--- src/rtl/pt_walker.sv ---
module pt_walker (
  input  logic        clk,
  input  logic        rst_n,
  input  logic        req_valid,
  input  logic [31:0] req_lin,
  input  logic        req_write,
  input  logic        req_user,
  input  logic        req_debug,
  input  logic        cfg_paging,
  input  logic        cfg_wp,
  input  logic        cfg_large,
  input  logic [31:0] cfg_root,
  input  logic [31:0] cfg_a20,
  output logic        busy,
  output logic        done,
  output logic        done_fault,
  output logic [2:0]  done_err,
  output logic [31:0] done_phys,
  output logic        mem_req,
  output logic        mem_we,
  output logic [31:0] mem_addr,
  output logic [31:0] mem_wdata,
  input  logic        mem_ack,
  input  logic [31:0] mem_rdata
);
  localparam int B_P  = 0;
  localparam int B_RW = 1;
  localparam int B_US = 2;
  localparam int B_A  = 5;
  localparam int B_D  = 6;
  localparam int B_PS = 7;

  typedef enum logic [2:0] {
    S_IDLE, S_RD_DIR, S_CHK_DIR, S_WB_DIR, S_RD_TBL, S_CHK_TBL, S_WB_TBL, S_DONE
  } st_t;

  st_t st;
  logic [31:0] lin_q, root_q, a20_q, pde_q, pte_q, phys_q;
  logic        wr_q, usr_q, dbg_q, pg_q, wp_q, large_q, fault_q;
  logic [2:0]  err_q;

  logic [31:0] dir_addr, tbl_addr, big_phys, small_phys, dir_upd, tbl_upd;
  logic        lg, eff_u, eff_rw, perm_bad, dir_wb, tbl_wb;

  assign dir_addr   = ((root_q & ~32'hFFF) + ((lin_q >> 20) & ~32'h3)) & a20_q;
  assign tbl_addr   = ((pde_q & ~32'hFFF) + ((lin_q >> 10) & 32'hFFC)) & a20_q;
  assign lg         = pde_q[B_PS] & large_q;
  assign eff_u      = lg ? pde_q[B_US] : (pde_q[B_US] & pte_q[B_US]);
  assign eff_rw     = lg ? pde_q[B_RW] : (pde_q[B_RW] & pte_q[B_RW]);
  assign perm_bad   = usr_q ? (!eff_u || (wr_q && !eff_rw))
                            : (wp_q && eff_u && wr_q && !eff_rw);
  assign big_phys   = (pde_q & a20_q & 32'hFFC0_0000) | (lin_q & 32'h003F_FFFF);
  assign small_phys = (pte_q & a20_q & 32'hFFFF_F000) | (lin_q & 32'h0000_0FFF);
  assign dir_upd    = pde_q | (32'd1 << B_A) | ((lg && wr_q) ? (32'd1 << B_D) : 32'd0);
  assign tbl_upd    = pte_q | (32'd1 << B_A) | (wr_q ? (32'd1 << B_D) : 32'd0);
  assign dir_wb     = !pde_q[B_A] || (lg && wr_q && !pde_q[B_D]);
  assign tbl_wb     = !pte_q[B_A] || (wr_q && !pte_q[B_D]);

  assign busy       = (st != S_IDLE);
  assign done       = (st == S_DONE);
  assign done_fault = fault_q;
  assign done_err   = err_q;
  assign done_phys  = phys_q;
  assign mem_req    = (st == S_RD_DIR) || (st == S_WB_DIR) || (st == S_RD_TBL) || (st == S_WB_TBL);
  assign mem_we     = (st == S_WB_DIR) || (st == S_WB_TBL);
  assign mem_addr   = ((st == S_RD_DIR) || (st == S_WB_DIR)) ? dir_addr : tbl_addr;
  assign mem_wdata  = (st == S_WB_DIR) ? pde_q : pte_q;

  always_ff @(posedge clk) begin
    if (!rst_n) begin
      st <= S_IDLE;
      lin_q <= '0; root_q <= '0; a20_q <= '0; pde_q <= '0; pte_q <= '0; phys_q <= '0;
      wr_q <= 1'b0; usr_q <= 1'b0; dbg_q <= 1'b0; pg_q <= 1'b0; wp_q <= 1'b0;
      large_q <= 1'b0; fault_q <= 1'b0; err_q <= '0;
    end else begin
      case (st)
        S_IDLE: if (req_valid) begin
          lin_q <= req_lin; wr_q <= req_write; usr_q <= req_user; dbg_q <= req_debug;
          pg_q <= cfg_paging; wp_q <= cfg_wp; large_q <= cfg_large;
          root_q <= cfg_root; a20_q <= cfg_a20;
          fault_q <= 1'b0; err_q <= '0;
          if (!cfg_paging) begin
            phys_q <= req_lin;
            st <= S_DONE;
          end else begin
            st <= S_RD_DIR;
          end
        end
        S_RD_DIR: if (mem_ack) begin
          pde_q <= mem_rdata;
          st <= S_CHK_DIR;
        end
        S_CHK_DIR: begin
          if (!pde_q[B_P]) begin
            if (dbg_q) phys_q <= 32'hFFFF_FFFF;
            else begin fault_q <= 1'b1; err_q <= {usr_q, wr_q, 1'b0}; end
            st <= S_DONE;
          end else if (!dbg_q && lg && perm_bad) begin
            fault_q <= 1'b1; err_q <= {usr_q, wr_q, 1'b1};
            st <= S_DONE;
          end else begin
            if (lg) phys_q <= big_phys;
            if (!dbg_q && dir_wb) begin
              pde_q <= dir_upd;
              st <= S_WB_DIR;
            end else begin
              st <= lg ? S_DONE : S_RD_TBL;
            end
          end
        end
        S_WB_DIR: if (mem_ack) st <= lg ? S_DONE : S_RD_TBL;
        S_RD_TBL: if (mem_ack) begin
          pte_q <= mem_rdata;
          st <= S_CHK_TBL;
        end
        S_CHK_TBL: begin
          if (!pte_q[B_P]) begin
            if (dbg_q) phys_q <= 32'hFFFF_FFFF;
            else begin fault_q <= 1'b1; err_q <= {usr_q, wr_q, 1'b0}; end
            st <= S_DONE;
          end else if (!dbg_q && perm_bad) begin
            fault_q <= 1'b1; err_q <= {usr_q, wr_q, 1'b1};
            st <= S_DONE;
          end else begin
            phys_q <= small_phys;
            if (!dbg_q && tbl_wb) begin
              pte_q <= tbl_upd;
              st <= S_WB_TBL;
            end else begin
              st <= S_DONE;
            end
          end
        end
        S_WB_TBL: if (mem_ack) st <= S_DONE;
        default: st <= S_IDLE;
      endcase
    end
  end

  p_done_pulse_r12: assert property (@(posedge clk) disable iff (!rst_n)
    done |=> !done);
  p_done_busy_r12: assert property (@(posedge clk) disable iff (!rst_n)
    done |-> busy);
  p_req_hold_r12: assert property (@(posedge clk) disable iff (!rst_n)
    (mem_req && !mem_ack) |=> (mem_req && $stable(mem_addr) && $stable(mem_we)));
  p_dbg_nowrite_r13: assert property (@(posedge clk) disable iff (!rst_n)
    (mem_req && mem_we) |-> !dbg_q);
  p_dbg_nofault_r13: assert property (@(posedge clk) disable iff (!rst_n)
    (done && dbg_q) |-> !done_fault);
  p_passthru_r1: assert property (@(posedge clk) disable iff (!rst_n)
    (done && !pg_q) |-> (done_phys == lin_q && !done_fault));
  p_errcode_r11: assert property (@(posedge clk) disable iff (!rst_n)
    (done && done_fault) |-> (done_err[2] == usr_q && done_err[1] == wr_q));
  p_wb_accessed_r9: assert property (@(posedge clk) disable iff (!rst_n)
    (mem_req && mem_we) |-> mem_wdata[B_A]);
endmodule

--- config.mk ---
export PLATFORM = sky130hd
export DESIGN_NAME = pt_walker
export DESIGN_NICKNAME = d
export VERILOG_FILES = /design/src/rtl/pt_walker.sv
export SDC_FILE = /design/constraint.sdc
export NUM_CORES = 1
export LEC_CHECK = 0
export CAP_MARGIN = 10
export CORE_ASPECT_RATIO = 0.9
export CORE_MARGIN = 5
export CORE_UTILIZATION = 45
export CTS_BUF_LIST = sky130_fd_sc_hd__clkbuf_8
export CTS_CLUSTER_DIAMETER = 150
export CTS_CLUSTER_SIZE = 40
export DETAILED_ROUTE_END_ITERATION = 8
export PLACE_DENSITY = 0.78
export SETUP_SLACK_MARGIN = 0.1
export SLEW_MARGIN = 20
export SYNTH_ARGS = -nofsm -noshare
export SYNTH_HDL_FRONTEND = slang
export SYNTH_SLANG_ARGS = --single-unit
--- constraint.sdc ---
create_clock -name clk -period 1.7 [get_ports clk]
set_input_delay 0.34 -clock clk [delete_from_list [all_inputs] [get_ports clk]]
set_output_delay 0.34 -clock clk [all_outputs]
set_load 0.03 [all_outputs]
==> results.toml, run 1 <==
[yosys]
yosysTopAreaCell = "dfxtp_1"
yosys-top-cells-area = "dfxtp_1 (43%), nand2_1 (16%), a21oi_1 (11%)"
yosysMostFrequentCell = "nand2_1"
synth_top_area_share_pct = 43.1
synth_enable_flop_cells = 0
synth-async-reset-ratio_pct = 0
yosys_warnings = 0
synth-seq-area-share_pct = 43.1
syn_area_per_cell_um2 = 7.54
syn_inst = 1169
synthFlopType = "dfxtp_1"
synth_area_mm2 = 0.00882
yosys.cell_types.count = 61
netlist_top_cells_count = "nand2_1 (383), dfxtp_1 (190), a21oi_1 (186)"
synth_seq_cells = 190

[finish]
diodes = 0
drive_above_1_share_pct = 36.2
fin_cells = 1746
nets = 1621
syn_to_final_growth_pct = 72.2

[grt]
grt_pass1_wl_um = 55300
grt.overflow.total = 0
grt_pass1_vias = 10100
grt_antenna_before_repair = 0
grt_start_max_net_pins = 79
grtUsageTotal_pct = 31.3

[drt]
viasPerCell = 6.22
antenna_left = 0
drtPass1Iterations = 5
met1_length_um = 15100
num_vias = 10900
routedWlPerCell_um = 23.3
routed-wl-met2_um = 19100
drt_iter0_drc = 1196
top_layer = "met4"
wl_met3_um = 4240
drc = 0
wl_um = 40800

[setup_path]
cpPeakStageDelay_ns = 0.40
endpoint_kind = "output port"
critical_path_class = "reg -> out"
slowest_stage = "dfxtp_4"
cp_cell_sequence = "buf_8, clkinvlp_4, nand2_8, buf_12, nand2_2, a21boi_4, buf_12"
required_ns = 1.36
crit_path_frequent_cell = "buf_12"
cp.arrival_ns = 1.95
start_kind = "flip-flop"
crit_path_max_fanout = 8

[power_and_ir_drop]
p_sw_share_pct = 42.7
cellLeakagePower_uw = 0.00582
power_frac_comb_pct = 59.3
ir_worst_vdd_mv = 0.849
p_per_area_mw_per_mm2 = 1650
seqPwrFrac_pct = 26.1
power_switching_uw = 10700
p_int_uw = 14300
clockPowerShare_pct = 14.6

[die]
row_count = 48
core_area_mm2 = 0.0192
io_pins = 242
die_x_um = 158
die-height_um = 143
start_util_pct = 45.9
die_area_mm2 = 0.0225

[cts]
cts_tree = "done"
clock_sinks = 190
path_clk_slew_ns = 0.11
clkLatencyLatePin_ns = 0.50
ctsHtreeMaxLevel = 4
cts_max_path_buffers = 2
clockRootBuffer = "clkbuf_8"
cts_buffers = 17

[sta]
rsz0062_at_grt = "yes"
setup_slack_ns = -0.586
slew_headroom_pct = 55.1
timing.final.crit_share_pct = 134
worstMarginPinSlew_ns = 0.671
max_freq_mhz = 437
fin_skew_ns = 0.0163
post-route-min-period_ns = 2.29
hold_viol = 0
whs_ns = 0.377
setup-violations-final = 256
slew_viol_final = 0

[run_status]
status = "finished, violations left"
violations = "setup timing"

[place]
gp_congestion = 0.926
port_buffers = 225
dp_cells = 1641
hpwl_um = 22500

[run]
cap_violations = 0

[min_path]
hold_class = "in -> reg"
path summary, 6_finish.rpt:
check        startpoint             to  slack, ns  depth (start not counted)
max               st[2]   mem_addr[31]      -0.59                          7
min          cfg_a20[5]       a20_q[5]       0.38                          3
max reg2reg       st[2]  done_phys[14]      -0.46                         10
min reg2reg  root_q[22]     root_q[22]       0.46                          2
layout make-up:
type	instances	area [um^2]
clock buffers	19	262
clock inverters	13	225
fillers	1099	4030
inverters	5	27.5
multi-input cells	880	5980
flip-flops and latches	190	3810
well taps	250	313
repair buffers	389	4570
critical path, delay by kind of cell (launching register included):
family,cells,cell delay [ns]
AND/OR/NAND/NOR,2,0.27
buffers and inverters,4,0.57
AO/OA/AOI/OAI,1,0.21
flip-flops,1,0.40
logic make-up after synthesis:
group	share of synthesized area (%)
flops	43.1
mux	4.20
other cells	0.0425
compound gates	25.3
xor+xnor	0.0994
simple gates	22.4
buf+inv	4.88
power by group through the flow:
stage,Sequential [uW],Combinational [uW],Clock (uW)
after global routing,6610,15300,3840
after detailed placement,6420,9780,0
after floorplan,6870,5270,0
final,6510,14800,3660
after global placement,6390,9600,0
after CTS,6380,12500,3630
layout by cell type (no fill, tap or decap), types with 4 or more instances in the layout:
cell type	count
nand2_1	333
dfxtp_1	187
a21oi_1	157
clkdlybuf4s50_1	123
buf_6	90
buf_4	73
buf_12	38
clkdlybuf4s15_2	36
mux2_4	30
a21boi_4	30
nand2_2	29
a21oi_2	28
nand3_1	24
o22ai_2	21
nor2_1	21
nand2_4	19
clkbuf_8	19
o21ai_0	14
a22oi_2	13
o211a_1	13
o21a_1	11
o21ai_2	11
a31oi_1	11
buf_8	11
nand3_2	10
o22ai_1	9
o2bb2ai_1	9
buf_16	9
clkbuf_16	6
bufinv_16	5
o21ai_1	4
nor2b_1	4
nand3_4	4
routing by layer:
layer	GRT usage, %	vias up
li1	-	4683
met5	0	-
met3	7.27	192
met2	50.9	813
met4	12.5	0
met1	40.4	5174
through the flow:
stage          worst slack [ns]  util (%)  total power [uW]  instance area [um^2]  TNS [ns]
2_1_floorplan           -0.0410         -             12100                  9400    -0.131
3_3_place_gp             -0.523      64.3             16000                 12400    -41.11
3_5_place_dp             -0.540      64.3             16200                 12400    -46.62
5_1_grt                  -0.608      79.0             25800                 15200    -98.85
6_report                 -0.586      79.0             25000                 15200    -90.19
4_1_cts                  -0.491      74.4             22600                 14300    -46.70
sequential cells by signal, summed over array words and instances (netlist names):
name / flops
done_err: 3
dbg_q: 1
done_fault: 1
wr_q: 1
lin_q: 32
pde_q: 32
st: 3
pte_q: 32
wp_q: 1
a20_q: 30
root_q: 20
large_q: 1
done_phys: 32
usr_q: 1
what timing repair did:
| action | 4_1_cts | 5_1_grt |
|---|---|---|
| pin swaps | 41 | 67 |
| resized for setup | 413 | 151 |
| cloned | 17 | 9 |
| setup endpoints to repair | 290 | 276 |
| buffers inserted | 31 | 18 |
| hold buffers | 0 | 0 |
No activity file was read; power rests on OpenSTA's default activity.
==> run 2: changes to the inputs <==
--- a/config.mk
+++ b/config.mk
@@ -7,3 +7,2 @@
 export LEC_CHECK = 0
-export CAP_MARGIN = 10
 export CORE_ASPECT_RATIO = 0.9
==> constraint.sdc (replaced) <==
create_clock -name clk -period 1.7 [get_ports clk]
set_input_delay 0.425 -clock clk [delete_from_list [all_inputs] [get_ports clk]]
set_output_delay 0.425 -clock clk [all_outputs]
set_load 0.03 [all_outputs]
==> results.toml, run 2 (synthesized netlist as in run 1, its figures left out) <==
[run_status]
status = "finished, violations left"
violations = "setup timing"

[drt]
drt_iter0_drc = 964
drc = 0
drtPass1Iterations = 6
wl_um = 36700
viasPerCell = 5.92
num_vias = 10300
antenna_left = 0
routedWlPerCell_um = 21.2

[sta]
setup_tns_ns = -53.68
hold_viol = 0
setup_slack_ns = -0.596
whs_ns = 0.459
max_freq_mhz = 436
fin_skew_ns = 0.0179
setup-violations-final = 217
timing.final.crit_share_pct = 135
post-route-min-period_ns = 2.30
rsz0062_at_grt = "yes"
slew_viol_final = 0

[finish]
layout_commonest_cell = "nand2_1"
drive_above_1_share_pct = 29.7
nets = 1609
syn_to_final_growth_pct = 60.4
diodes = 0
mostFrequentLayoutCells = "nand2_1 (368), dfxtp_1 (187), a21oi_1 (162)"

[die]
row_count = 48
io_pins = 242
start_util_pct = 45.9
core_area_mm2 = 0.0192
die-height_um = 143
die_area_mm2 = 0.0225
die_x_um = 158

[cts]
hold_buffers = 0
cts_buffers = 17
clock_sinks = 190
clkLatencyLatePin_ns = 0.50
path_clk_slew_ns = 0.11
ctsHtreeMaxLevel = 4
cts_max_path_buffers = 2
clockRootBuffer = "clkbuf_8"
cts_tree = "done"

[setup_path]
required_ns = 1.27
r2r_cells = 8
endpoint_kind = "output port"
critical_path_class = "reg -> out"
cp.arrival_ns = 1.87
crit_path_max_fanout = 8
start_kind = "flip-flop"
reg2reg_from = "st[2]"
rr_endpoint = "done_err[1]"
r2r_setup_slack_ns = -0.39

[place]
port_buffers = 225
hpwl_um = 22900
gp_congestion = 0.910
pre_cts_ws_ns = -0.464

[grt]
grt_pass1_vias = 9220
grt_antenna_before_repair = 0
grt_use_met3_pct = 6.67
grt_start_max_net_pins = 62
gr-usage-met2_pct = 46.0
grt.overflow.total = 0
top_usage_layer = "met2"
grt_pass1_wl_um = 50500
grtUsageTotal_pct = 28.6
use_met1_pct = 38.0

[min_path]
whs_path_depth = 3
whs_endpoint = "root_q[17]"
hp-start = "cfg_root[17]"
hold_class = "in -> reg"

[power_and_ir_drop]
ir_worst_vdd_mv = 1.50
cellLeakagePower_uw = 0.00557
p_per_area_mw_per_mm2 = 1580
totalPowerFinal_uw = 22400

[run]
cap_violations = 0
[run 2: timing repair]
item / in CTS / in global routing
cloned: 5 / 15
endpoints found under the setup margin: 288 / 261
pin swaps: 1 / 42
resized for setup: 377 / 132
setup buffers: 6 / 23
[run 2: routing by layer]
| metal | share of wire [%] | wire, um |
|---|---|---|
| met5 | 0 | 0 |
| met4 | 3.8 | 1400 |
| met3 | 11 | 3890 |
| met2 | 47 | 17400 |
| met1 | 38 | 14100 |
[run 2: power by group]
part           switching [uW]  internal, uW  total [uW]
clock network            1840          1260        3100
logic                    6980          5950       12900
registers                 846          5510        6360
[run 2: metrics by stage]
stage | util, % | cells | instance area, um^2
2_1_floorplan | - | 1170 | 9440
3_3_place_gp | 65.1 | 1654 | 12500
3_5_place_dp | 65.1 | 1654 | 12500
4_1_cts | 68.3 | 1695 | 13100
5_1_grt | 73.6 | 1733 | 14100
6_report | 73.6 | 1733 | 14100
[run 2: critical path: stages (launching register included)]
cell,delay [ns]
dfxtp_2,0.35
nor2b_4,0.17
buf_4,0.20
buf_12,0.16
nand2_1,0.11
a21boi_4,0.21
buf_4,0.19
[run 2: layout make-up]
class,instances,area [um^2]
clock inverters,13,149
multi-input cells,879,5540
well taps,250,313
flip-flops and latches,190,3810
repair buffers,378,4060
fillers,1360,5080
clock buffers,18,248
inverters,5,21.3
[run 2: worst max-delay path by stage]
| stage | startpoint | to | slack (ns) | cells past startpoint |
|---|---|---|---|---|
| 6_report | st[0] | mem_addr[31] | -0.60 | 6 |
| 5_1_grt | st[0] | mem_addr[12] | -0.63 | 6 |
| 4_1_cts | st[0] | mem_addr[24] | -0.61 | 6 |
| 3_5_place_dp | req_valid | done_phys[13] | -0.46 | 8 |
| 3_3_place_gp | req_valid | done_phys[8] | -0.40 | 7 |
| 2_1_floorplan | pde_q[0] | done_err[2] | -0.04 | 7 |
